## src/rtl/fracdiv_pkg.sv

```systemverilog
package fracdiv_pkg;
   // Largest accumulator width accepted by the divider
   localparam int FRACDIV_MAX_W = 16;

   // Phase selection encoding for a requested edge
   typedef enum logic {
      PHASE_RISE = 1'b0,
      PHASE_FALL = 1'b1
   } phase_e;
endpackage

```

## src/rtl/fracdiv_accum.sv

```systemverilog
module fracdiv_accum #(
   parameter int W = 3
) (
   input  logic         clk,
   input  logic         rst,
   input  logic         en,
   input  logic [W-1:0] incr,
   output logic         carry,
   output logic [W-1:0] leftover
);
   localparam int SUM_W = W + 1;

   logic [W-1:0]     acc;
   logic [SUM_W-1:0] sum;

   assign sum      = {1'b0, acc} + {1'b0, incr};
   assign carry    = sum[W];
   assign leftover = sum[W-1:0];

   always_ff @(posedge clk) begin
      if (rst)     acc <= '0;
      else if (en) acc <= leftover;
   end


   frozen_acc_chk: assert property (@(posedge clk) disable iff (rst)
      !en |=> $stable(acc));


   keep_rem_chk: assert property (@(posedge clk) disable iff (rst)
      (en && carry) |=> (acc < $past(incr)));
endmodule

```

## src/rtl/fracdiv_phase.sv

```systemverilog
module fracdiv_phase #(
   parameter int W = 3
) (
   input  logic [W-1:0] incr,
   input  logic [W-1:0] leftover,
   output fracdiv_pkg::phase_e phase
);
   import fracdiv_pkg::*;

   localparam int CMP_W = W + 1;

   logic [CMP_W-1:0] twice_rem;
   logic [CMP_W-1:0] incr_ext;

   assign twice_rem = {leftover, 1'b0};
   assign incr_ext  = {1'b0, incr};

   always_comb begin
      phase = PHASE_RISE;
      if (twice_rem >= incr_ext) phase = PHASE_FALL;
   end
endmodule

```

## src/rtl/fracdiv_top.sv

```systemverilog
module fracdiv_top #(
   parameter int ACC_W = 3
) (
   input  logic             clk,
   input  logic             rst,
   input  logic             en,
   input  logic [ACC_W-1:0] incr,
   output logic             edge_req,
   output logic             fall_sel
);
   import fracdiv_pkg::*;

   generate
      if (ACC_W < 1 || ACC_W > FRACDIV_MAX_W) begin : g_bad_width
         $error("fracdiv_top: ACC_W out of range");
      end
   endgenerate

   logic             carry;
   logic [ACC_W-1:0] leftover;
   phase_e           phase;

   fracdiv_accum #(.W(ACC_W)) u_accum (
      .clk      (clk),
      .rst      (rst),
      .en       (en),
      .incr     (incr),
      .carry    (carry),
      .leftover (leftover)
   );

   fracdiv_phase #(.W(ACC_W)) u_phase (
      .incr     (incr),
      .leftover (leftover),
      .phase    (phase)
   );

   always_ff @(posedge clk) begin
      if (rst || !en) begin
         edge_req <= 1'b0;
         fall_sel <= 1'b0;
      end else begin
         edge_req <= carry;
         fall_sel <= carry && (phase == PHASE_FALL);
      end
   end


   reset_out_chk: assert property (@(posedge clk)
      rst |=> (!edge_req && !fall_sel));


   fall_with_edge_chk: assert property (@(posedge clk) disable iff (rst)
      fall_sel |-> edge_req);


   idle_out_chk: assert property (@(posedge clk) disable iff (rst)
      !en |=> !edge_req);


   zero_incr_chk: assert property (@(posedge clk) disable iff (rst)
      (incr == '0) |=> !edge_req);


   edge_needs_en_chk: assert property (@(posedge clk) disable iff (rst)
      edge_req |-> $past(en));
endmodule

```

## config.mk

```make
export PLATFORM = sky130hd
export DESIGN_NAME = fracdiv_top
export DESIGN_NICKNAME = d
export VERILOG_FILES = /design/src/rtl/fracdiv_pkg.sv /design/src/rtl/fracdiv_accum.sv /design/src/rtl/fracdiv_phase.sv /design/src/rtl/fracdiv_top.sv
export SDC_FILE = /design/constraint.sdc
export NUM_CORES = 1
export LEC_CHECK = 0
export ABC_AREA = 1
export BUFFER_PORTS_ARGS = -buffer_cell sky130_fd_sc_hd__buf_2
export CORE_AREA = 10 10 47 49
export CTS_CLUSTER_DIAMETER = 120
export CTS_CLUSTER_SIZE = 24
export DETAILED_ROUTE_END_ITERATION = 10
export DIE_AREA = 0 0 57 59
export PLACE_DENSITY = 0.51
export SLEW_MARGIN = 40
export SYNTH_ARGS = -nofsm -noshare
export SYNTH_HDL_FRONTEND = slang
export SYNTH_SLANG_ARGS = --single-unit
export TNS_END_PERCENT = 10
```

## constraint.sdc

```tcl
create_clock -name clk -period 1.48 [get_ports clk]
set_clock_uncertainty 0.05 [all_clocks]
set_input_delay 0.148 -clock clk [delete_from_list [all_inputs] [get_ports clk]]
set_output_delay 0.148 -clock clk [all_outputs]
set_load 0.02 [all_outputs]
```

# Yosys cells after proc, flatten, opt, wreduce, memory -nomap -nowiden
# Index checks and enable logic that the tools add are counted.
[word_totals]
reg_bits = 5
inputBits = 6
output_inout_bits = 2
word_cells = 9
[op_classes]
n_addsub = 1
n_lt_le_gt_ge = 1
muxes = 1
n_reduce_logical = 3
[op_table]
columns = ["operator", "count"]
rows = [
  ["3-bit by 3-bit adder with 4-bit output", 1],
  ["4-bit by 3-bit greater-or-equal comparator with 1-bit output", 1],
  ["1-bit logical AND", 1],
  ["1-bit logical NOT", 1],
  ["1-bit logical OR", 1],
  ["1-bit two-way mux", 1],
]

# Longest topological paths before layout
# Gate-level depths: netlist (run 1).
[depth]
depth_word = 4
mapped_depth = 8
mapped_depth_nobuf = 8

# Modules after synthesis
# Synthesis (run 1) repeated with hierarchy kept, for this count alone.
[hier_totals]
hier_cells = 50
area_unflattened_um2 = 337.8
[by_module_without_submodules]
columns = ["module", "instances", "cells_each", "area_each_um2", "seq_area_each_um2"]
rows = [
  ["fracdiv_accum", 1, 31, 216.5, 60.1],
  ["fracdiv_top", 1, 8, 62.6, 40.0],
  ["fracdiv_phase", 1, 11, 58.8, 0.0],
]

# Worst setup path before layout (run 1)
# Ideal clock, no wire load.
[synth_path]
kind = "reg2reg"
from = "register u_accum.acc[0]"
to = "register fall_sel"
setup_ps = 116
t_arrival_ps = 1426
required_ps = 1314
setup_slack_ps = -112
stages_incl_launch_ff = 8
n_path_buf = 0
synth_period_minus_slack_ps = 1592
path_cell_list = "dfxtp_1 -> ha_1 -> inv_1 -> fa_1 -> inv_1 -> ha_1 -> nand2_1 -> a21oi_2"
[synth_via]
elab_chain_cells = 4
[synth_rtl]
columns = ["element", "line", "rtl"]
rows = [
  ["start: declaration", "fracdiv_accum.sv:13", "logic [W-1:0] acc;"],
  ["start signal: assignment", "fracdiv_accum.sv:22", "else if (en) acc <= leftover;"],
  ["3-bit by 3-bit adder with 4-bit output", "fracdiv_accum.sv:16", "assign sum = {1'b0, acc} + {1'b0, incr};"],
  ["named net leftover[1]", "fracdiv_top.sv:20", "logic [ACC_W-1:0] leftover;"],
  ["4-bit by 3-bit greater-or-equal comparator with 1-bit output", "fracdiv_phase.sv:20", "if (twice_rem >= incr_ext) phase = PHASE_FALL;"],
  ["1-bit two-way mux", "fracdiv_phase.sv:20", ""],
  ["1-bit logical AND", "fracdiv_top.sv:44", "fall_sel <= carry && (phase == PHASE_FALL);"],
  ["end signal: assignment", "fracdiv_top.sv:44", ""],
  ["end: declaration", "fracdiv_top.sv:9", "output logic fall_sel"],
]
# The timed path passes the listed nets, and every way through them passes these cells.
# A chain may end at the register's enable or synchronous reset.

# Worst setup path in the final report (run 1)
# Same ends and word-level chain as after synthesis.

==> flow_summary.toml, run 1 <==
[final_layout]
layout_common_cells = "inv_1, nand2_1, buf_2"
multi_input_area_um2 = 181.4
area_delta_synth_final_pct = 36.78
fillers = 160
final-seq-area_um2 = 101.3
layout_commonest_cell = "inv_1"
fin_area_um2 = 446.7
drive_above_1_share = 0.2951
nets = 74
diodes = 0
postLayoutCoreUtil = 0.3188

[floorplan]
dieWidth_um = 57
rows = 14
start_util = 0.2330
die_area_mm2 = 0.003363
core_mm2 = 0.001401
ios = 8
die_h_um = 59

[synth]
syn_avg_cell_area_um2 = 7.257
synth_fp_nets = 57
synth-seq-cells = 5
ys_seq_area_frac = 0.3065
ys_types = 13
syn_inst = 45
yosysWarningCount = 0
syn_area_um2 = 326.6

[critical_path]
path_max_fanout = 2
arrival_ns = 1.65
cp_slowest_stage_delay_ns = 0.50
worstSetupEndpointType = "flip-flop"
startpoint_type = "flip-flop"
cp_slowest_cell = "fa_1"
path_buf_inv = 2
crit_family = "adder cells"
path_cells = "ha_1, inv_1, fa_1, inv_1, ha_1, nand2_1, a21oi_2"
regToRegSetupSlack_ns = -0.08
crit_required_ns = 1.57
critical_path_class = "flip-flop to flip-flop"

[clock_network]
clock_latency_ns = 0.24
cts_htree_levels = 1
cts.sinks = 5
numCtsBuffers = 3
cts_max_path_buffers = 2
clock_tree.root_cell = "clkbuf_4"
cts_tree = "yes"
clk_pin_slew_ns = 0.05
cts_resized = 0

[run_status]
outcome = "complete, but fails checks"
violations = "negative setup slack"

[power]
p_leak_nw = 0.2697
irDropWorstVdd_v = 0.0004019
p_per_area_mw_per_mm2 = 937.4

[global_route]
grt_usage = 0.04587
grt_max_degree = 6
grt_pass1_vias = 315
grt_pass1_wl_um = 1200
antenna_found_initial = 0
grt_overflow_total = 0

[place]
port_buffers = 7
dpl-instance-area_um2 = 420.4
place.gp.congestion = 0.7630
dpl.hpwl_um = 582.4

[timing]
finalCriticalPeriod_ns = 1.563
hold_viol = 0
fin_crit_sh = 1.056
fmax_mhz = 639.9
fin_ws_ns = -0.08281
setup_viol = 1
grt_setup_unrepaired = "yes"
maxSlewHeadroom = 0.8892
hold-worst-slack_ns = 0.09559
drv_slew = 0
worst_slew_pin_slew_ns = 0.1644

[run]
max-cap-violations = 0

[routing]
via_per_inst = 4.000
antenna_left = 0
drt_pass1_iterations = 2
drt-total-wl_um = 665
wl_per_cell_um = 8.636
vias = 308
drc = 0
drt-initial-drc-count = 4

[worst_hold_path]
hold_path_class = "input pin to flip-flop"
## registers in the layout (all words and copies together), names as in the netlist
| register | flops |
|---|---|
| u_accum.acc | 3 |
| edge_req | 1 |
| fall_sel | 1 |
## worst reg2reg max path: cells and delay by family, from the launching register on
kind,cells,cell delay (ns)
flip-flops,1,0.32
AND/OR/NAND/NOR,1,0.07
AO/OA/AOI/OAI,1,0.05
buffers and inverters,2,0.09
adder cells (fa/ha/maj),3,0.89
## path summary, 6_finish.rpt
check,start,endpoint,cells after the start
worst max-delay path,u_accum.acc[0],fall_sel,7
worst min-delay path,en,u_accum.acc[1],2
worst max register to register,u_accum.acc[0],fall_sel,7
worst min register to register,u_accum.acc[2],u_accum.acc[2],4
## synthesized netlist by cell type
cell type,number,share of area
a21oi_2,1,0.027
ha_1,5,0.19
dfxtp_1,5,0.31
nand3_1,1,0.015
nand2_1,7,0.080
o21ai_0,3,0.046
a21oi_1,2,0.031
nor2_1,6,0.069
inv_2,1,0.011
fa_1,1,0.061
o21ai_1,1,0.015
or2_0,1,0.019
inv_1,11,0.13
## stage by stage
stage,setup slack (ns),instances,power [mW],TNS (ns)
final,-0.08281,77,0.4187,-0.08281
after detailed placement,-0.09177,73,0.2609,-0.09177
after CTS,-0.09634,77,0.4291,-0.09634
after global routing,-0.1756,77,0.4597,-0.1756
after global placement,-0.08494,73,0.2599,-0.08494
after floorplan,-0.07061,45,0.2157,-0.07061
## cell families (layout without fill, tap and decap cells)
group | after synthesis | in the layout | synth area share
adders and majority gates | 6 | 6 | 0.2529
DFF | 5 | 5 | 0.3065
AOI/OAI and AO/OA | 7 | 7 | 0.1188
buffers and inverters | 12 | 28 | 0.1379
and+or+nand+nor | 15 | 15 | 0.1839
## where the power goes
group / leakage (nW) / switching (mW) / total, mW / internal, mW
registers: 0.0415 / 0.00446 / 0.150 / 0.145
logic: 0.213 / 0.0567 / 0.107 / 0.0504
clock network: 0.0150 / 0.0596 / 0.162 / 0.102
## timing repair
item,CTS,global route
buffers inserted,0,0
hold buffers,0,0
endpoints found under the setup margin,1,1
## cell type report
type | count | share of cell area
Sequential cell | 5 | 0.2269
Inverter | 12 | 0.1008
Tap cell | 16 | 0.04482
Clock buffer | 4 | 0.05882
Timing Repair Buffer | 12 | 0.1625
Multi-Input combinational cell | 28 | 0.4062
## per-layer routing
layer / track usage / part of all wire / wire length [um]
met1: 0.04410 / 0.42 / 279
met2: 0.06512 / 0.42 / 280
met3: 0.05150 / 0.16 / 105
met4: 0.01007 / 0 / 0
met5: 0 / 0 / 0
Note: power is estimated with default switching activity, not from simulation.
==> inputs of run 2 (changes only) <==
RECOVER_POWER = 100   (was default)
==> flow_summary.toml, run 2 (synthesis gave the netlist of run 1 again) <==
[global_route]
grt_overflow_total = 0
grt_pass1_wl_um = 1200
grt_pass1_vias = 315
antenna_found_initial = 0
grt_usage = 0.04587
grt_max_degree = 6

[run_status]
outcome = "complete, but fails checks"
violations = "negative setup slack"

[power]
p_leak_nw = 0.2611
seq_power_share = 0.359
pwr-share-clk = 0.387
p_per_area_mw_per_mm2 = 941.6
total_power_mw = 0.4182
power.switching_mw = 0.1209
pwr-share-comb = 0.255
swShare = 0.2890
power.internal_mw = 0.2973
irDropWorstVdd_v = 0.0004017

[final_layout]
top_register = "u_accum.acc"
layout_commonest_cell = "inv_1"
diodes = 0
largest_reg_flops = 3
nets = 74
drive_above_1_share = 0.2623
layout_common_cells = "inv_1, nand2_1, nor2_1"
area_delta_synth_final_pct = 36.02
reg_top3 = "u_accum.acc x3, edge_req x1, fall_sel x1"

[place]
dpl.hpwl_um = 582.4
post-place-ws_ns = -0.09177
place.gp.congestion = 0.7630
port_buffers = 7

[floorplan]
ios = 8
die_h_um = 59
die_area_mm2 = 0.003363
dieWidth_um = 57
core_mm2 = 0.001401
start_util = 0.2330
rows = 14

[timing]
grt_setup_unrepaired = "yes"
hold_viol = 0
fin_crit_sh = 1.056
hold-worst-slack_ns = 0.09559
finalCriticalPeriod_ns = 1.563
setup_viol = 1
fmax_mhz = 639.9
worst_slew_pin_slew_ns = 0.2550
drv_slew = 0
maxSlewHeadroom = 0.8307
fin_ws_ns = -0.08281

[critical_path]
cp_slowest_stage_delay_ns = 0.50
arrival_ns = 1.65
cp_slowest_cell = "fa_1"
critical_path_class = "flip-flop to flip-flop"
worstSetupEndpointType = "flip-flop"
crit_required_ns = 1.57
path_buf_inv = 2
startpoint_type = "flip-flop"
path_cells = "ha_1, inv_1, fa_1, inv_1, ha_1, nand2_1, a21oi_2"
crit_family = "adder cells"
path_max_fanout = 2

[worst_hold_path]
hold_path_class = "input pin to flip-flop"

[clock_network]
cts_htree_levels = 1
clock_latency_ns = 0.24
cts_setup_buffers = 0
cts.sinks = 5
clk_pin_slew_ns = 0.05
cts_max_path_buffers = 2
cts_tree = "yes"
cts_resized = 0
numCtsBuffers = 3
clock_tree.root_cell = "clkbuf_4"

[routing]
vias = 308
via_per_inst = 4.000
wl_per_cell_um = 8.688
drc = 0
drt_pass1_iterations = 2
drt-initial-drc-count = 4
drt-total-wl_um = 669
antenna_left = 0

[run]
max-cap-violations = 0
-- run 2: final timing paths --
kind | startpoint | to | slack (ns) | cells after the start
worst max-delay path | u_accum.acc[0] | fall_sel | -0.08 | 7
worst min-delay path | en | u_accum.acc[1] | 0.1 | 2
worst min register to register | u_accum.acc[2] | u_accum.acc[2] | 0.54 | 4
worst max register to register | u_accum.acc[0] | fall_sel | -0.08 | 7
-- run 2: per-layer routing --
metal	global-route usage	wire length, um
met1	0.04410	281
met2	0.06512	280
met3	0.05150	106
met4	0.01007	0
met5	0	0
-- run 2: layout make-up --
class                   instances  area [um^2]
fillers                       162        957.2
multi-input cells              28        181.4
flip-flops and latches          5        101.3
repair buffers                 12        70.07
inverters                      12        45.04
clock buffers                   4        26.28
well taps                      16        20.02
-- run 2: metrics by stage --
stage	area [um^2]	utilization	instances	TNS, ns
after floorplan	327.8	-	45	-0.07061
after global placement	420.4	0.3000	73	-0.08494
after detailed placement	420.4	0.3000	73	-0.09177
after CTS	446.7	0.3188	77	-0.09634
after global routing	444.2	0.3170	77	-0.1756
final	444.2	0.3170	77	-0.08281
-- run 2: what timing repair did --
action | 4_1_cts | 5_1_grt
pin swaps | 0 | 0
hold buffers | 0 | 0
endpoints found under the setup margin | 1 | 1
gates cloned | 0 | 0
-- run 2: power by group through the flow --
stage / Sequential (mW) / Combinational (mW) / Clock (mW)
floorplan: 0.156 / 0.0601 / 0
global placement: 0.152 / 0.108 / 0
detailed placement: 0.152 / 0.109 / 0
CTS: 0.150 / 0.109 / 0.170
global route: 0.151 / 0.129 / 0.180
finish: 0.150 / 0.106 / 0.162
==> inputs of run 3 (changes only) <==
RECOVER_POWER = 25   (was 100)
==> flow_summary.toml, run 3 (synthesis gave the netlist of run 1 again) <==
[run_status]
outcome = "complete, but fails checks"
violations = "negative setup slack"

[clock_network]
clock_latency_ns = 0.24
cts_max_path_buffers = 2
numCtsBuffers = 3
cts_tree = "yes"
cts_resized = 0
cts_htree_levels = 1
cts.sinks = 5
clk_pin_slew_ns = 0.05
clock_tree.root_cell = "clkbuf_4"

[global_route]
grt_overflow_total = 0
grt_max_degree = 6
grt_pass1_wl_um = 1200
grt_pass1_vias = 315
antenna_found_initial = 0
grt_usage = 0.04587

[final_layout]
multi_input_area_um2 = 181.4
layout_commonest_cell = "inv_1"
postLayoutCoreUtil = 0.3179
top_register = "u_accum.acc"
fin_area_um2 = 445.4
largest_reg_flops = 3
final-seq-area_um2 = 101.3
area_delta_synth_final_pct = 36.40
drive_above_1_share = 0.2787
fillers = 161
diodes = 0
layout_common_cells = "inv_1, nand2_1, nor2_1, buf_2"
nets = 74
reg_top3 = "u_accum.acc x3, edge_req x1, fall_sel x1"

[critical_path]
worstSetupEndpointType = "flip-flop"
path_buf_inv = 2
cp_slowest_stage_delay_ns = 0.50
path_cells = "ha_1, inv_1, fa_1, inv_1, ha_1, nand2_1, a21oi_2"
startpoint_type = "flip-flop"
cp_slowest_cell = "fa_1"
arrival_ns = 1.65
critical_path_class = "flip-flop to flip-flop"
crit_required_ns = 1.57
crit_family = "adder cells"
path_max_fanout = 2
regToRegSetupSlack_ns = -0.08

[place]
dpl.hpwl_um = 582.4
place.gp.congestion = 0.7630
dpl-instance-area_um2 = 420.4
post-place-ws_ns = -0.09177
port_buffers = 7

[floorplan]
ios = 8
start_util = 0.2330
dieWidth_um = 57
die_h_um = 59
core_mm2 = 0.001401
die_area_mm2 = 0.003363
rows = 14

[timing]
grt_setup_unrepaired = "yes"
maxSlewHeadroom = 0.8317
fmax_mhz = 639.9
worst_slew_pin_slew_ns = 0.2536
fin_crit_sh = 1.056
hold_viol = 0
drv_slew = 0
setup_viol = 1
finalCriticalPeriod_ns = 1.563
setup-tns-final_ns = -0.08281
fin_ws_ns = -0.08281

[routing]
drt_pass1_iterations = 2
drt-initial-drc-count = 4
wl_per_cell_um = 8.662
vias = 308
antenna_left = 0
drt-total-wl_um = 667
via_per_inst = 4.000
drc = 0

[worst_hold_path]
hold_path_class = "input pin to flip-flop"

[run]
max-cap-violations = 0

[power]
p_leak_nw = 0.2655
p_per_area_mw_per_mm2 = 939.5
total_power_mw = 0.4185
irDropWorstVdd_v = 0.0004017
## run 3: changes by cell type in the layout (fill, tap and decap cells not counted), sizes merged
cell,delta
buf,+1
clkbuf,-1
## run 3: report_power, final
part | total [mW] | switching, mW | internal (mW) | leakage, nW
Combinational | 0.107 | 0.0567 | 0.0501 | 0.209
Clock | 0.162 | 0.0596 | 0.102 | 0.0150
Sequential | 0.150 | 0.00449 | 0.145 | 0.0415
Total | 0.418 | 0.121 | 0.298 | 0.265
## run 3: repair_timing
item,in CTS,in global routing
setup buffers,0,0
hold buffers,0,0
gates cloned,0,0
setup endpoints to repair,1,1
## run 3: final cells by class
cell class | count | share of cell area
Clock buffer | 4 | 0.05899
Inverter | 12 | 0.1011
Multi-Input combinational cell | 28 | 0.4073
Sequential cell | 5 | 0.2275
Tap cell | 16 | 0.04494
Timing Repair Buffer | 12 | 0.1601
## run 3: per-layer routing
metal / share of wire / GRT usage / vias to the layer above
li1: - / - / 168
met1: 0.42 / 0.04410 / 130
met2: 0.42 / 0.06512 / 10
met3: 0.16 / 0.05150 / 0
met4: 0 / 0.01007 / 0
met5: 0 / 0 / -
## run 3: stage by stage
step                hold WS [ns]  cells
finish                   0.09559     77
global route              0.1166     77
CTS                      0.08732     77
detailed placement        0.3468     73
global placement          0.3530     73
floorplan                 0.1874     45
## run 3: final timing paths
kind / endpoint / from / depth (start not counted)
max: fall_sel / u_accum.acc[0] / 7
min: u_accum.acc[1] / en / 2
min reg2reg: u_accum.acc[2] / u_accum.acc[2] / 4
max reg2reg: fall_sel / u_accum.acc[0] / 7
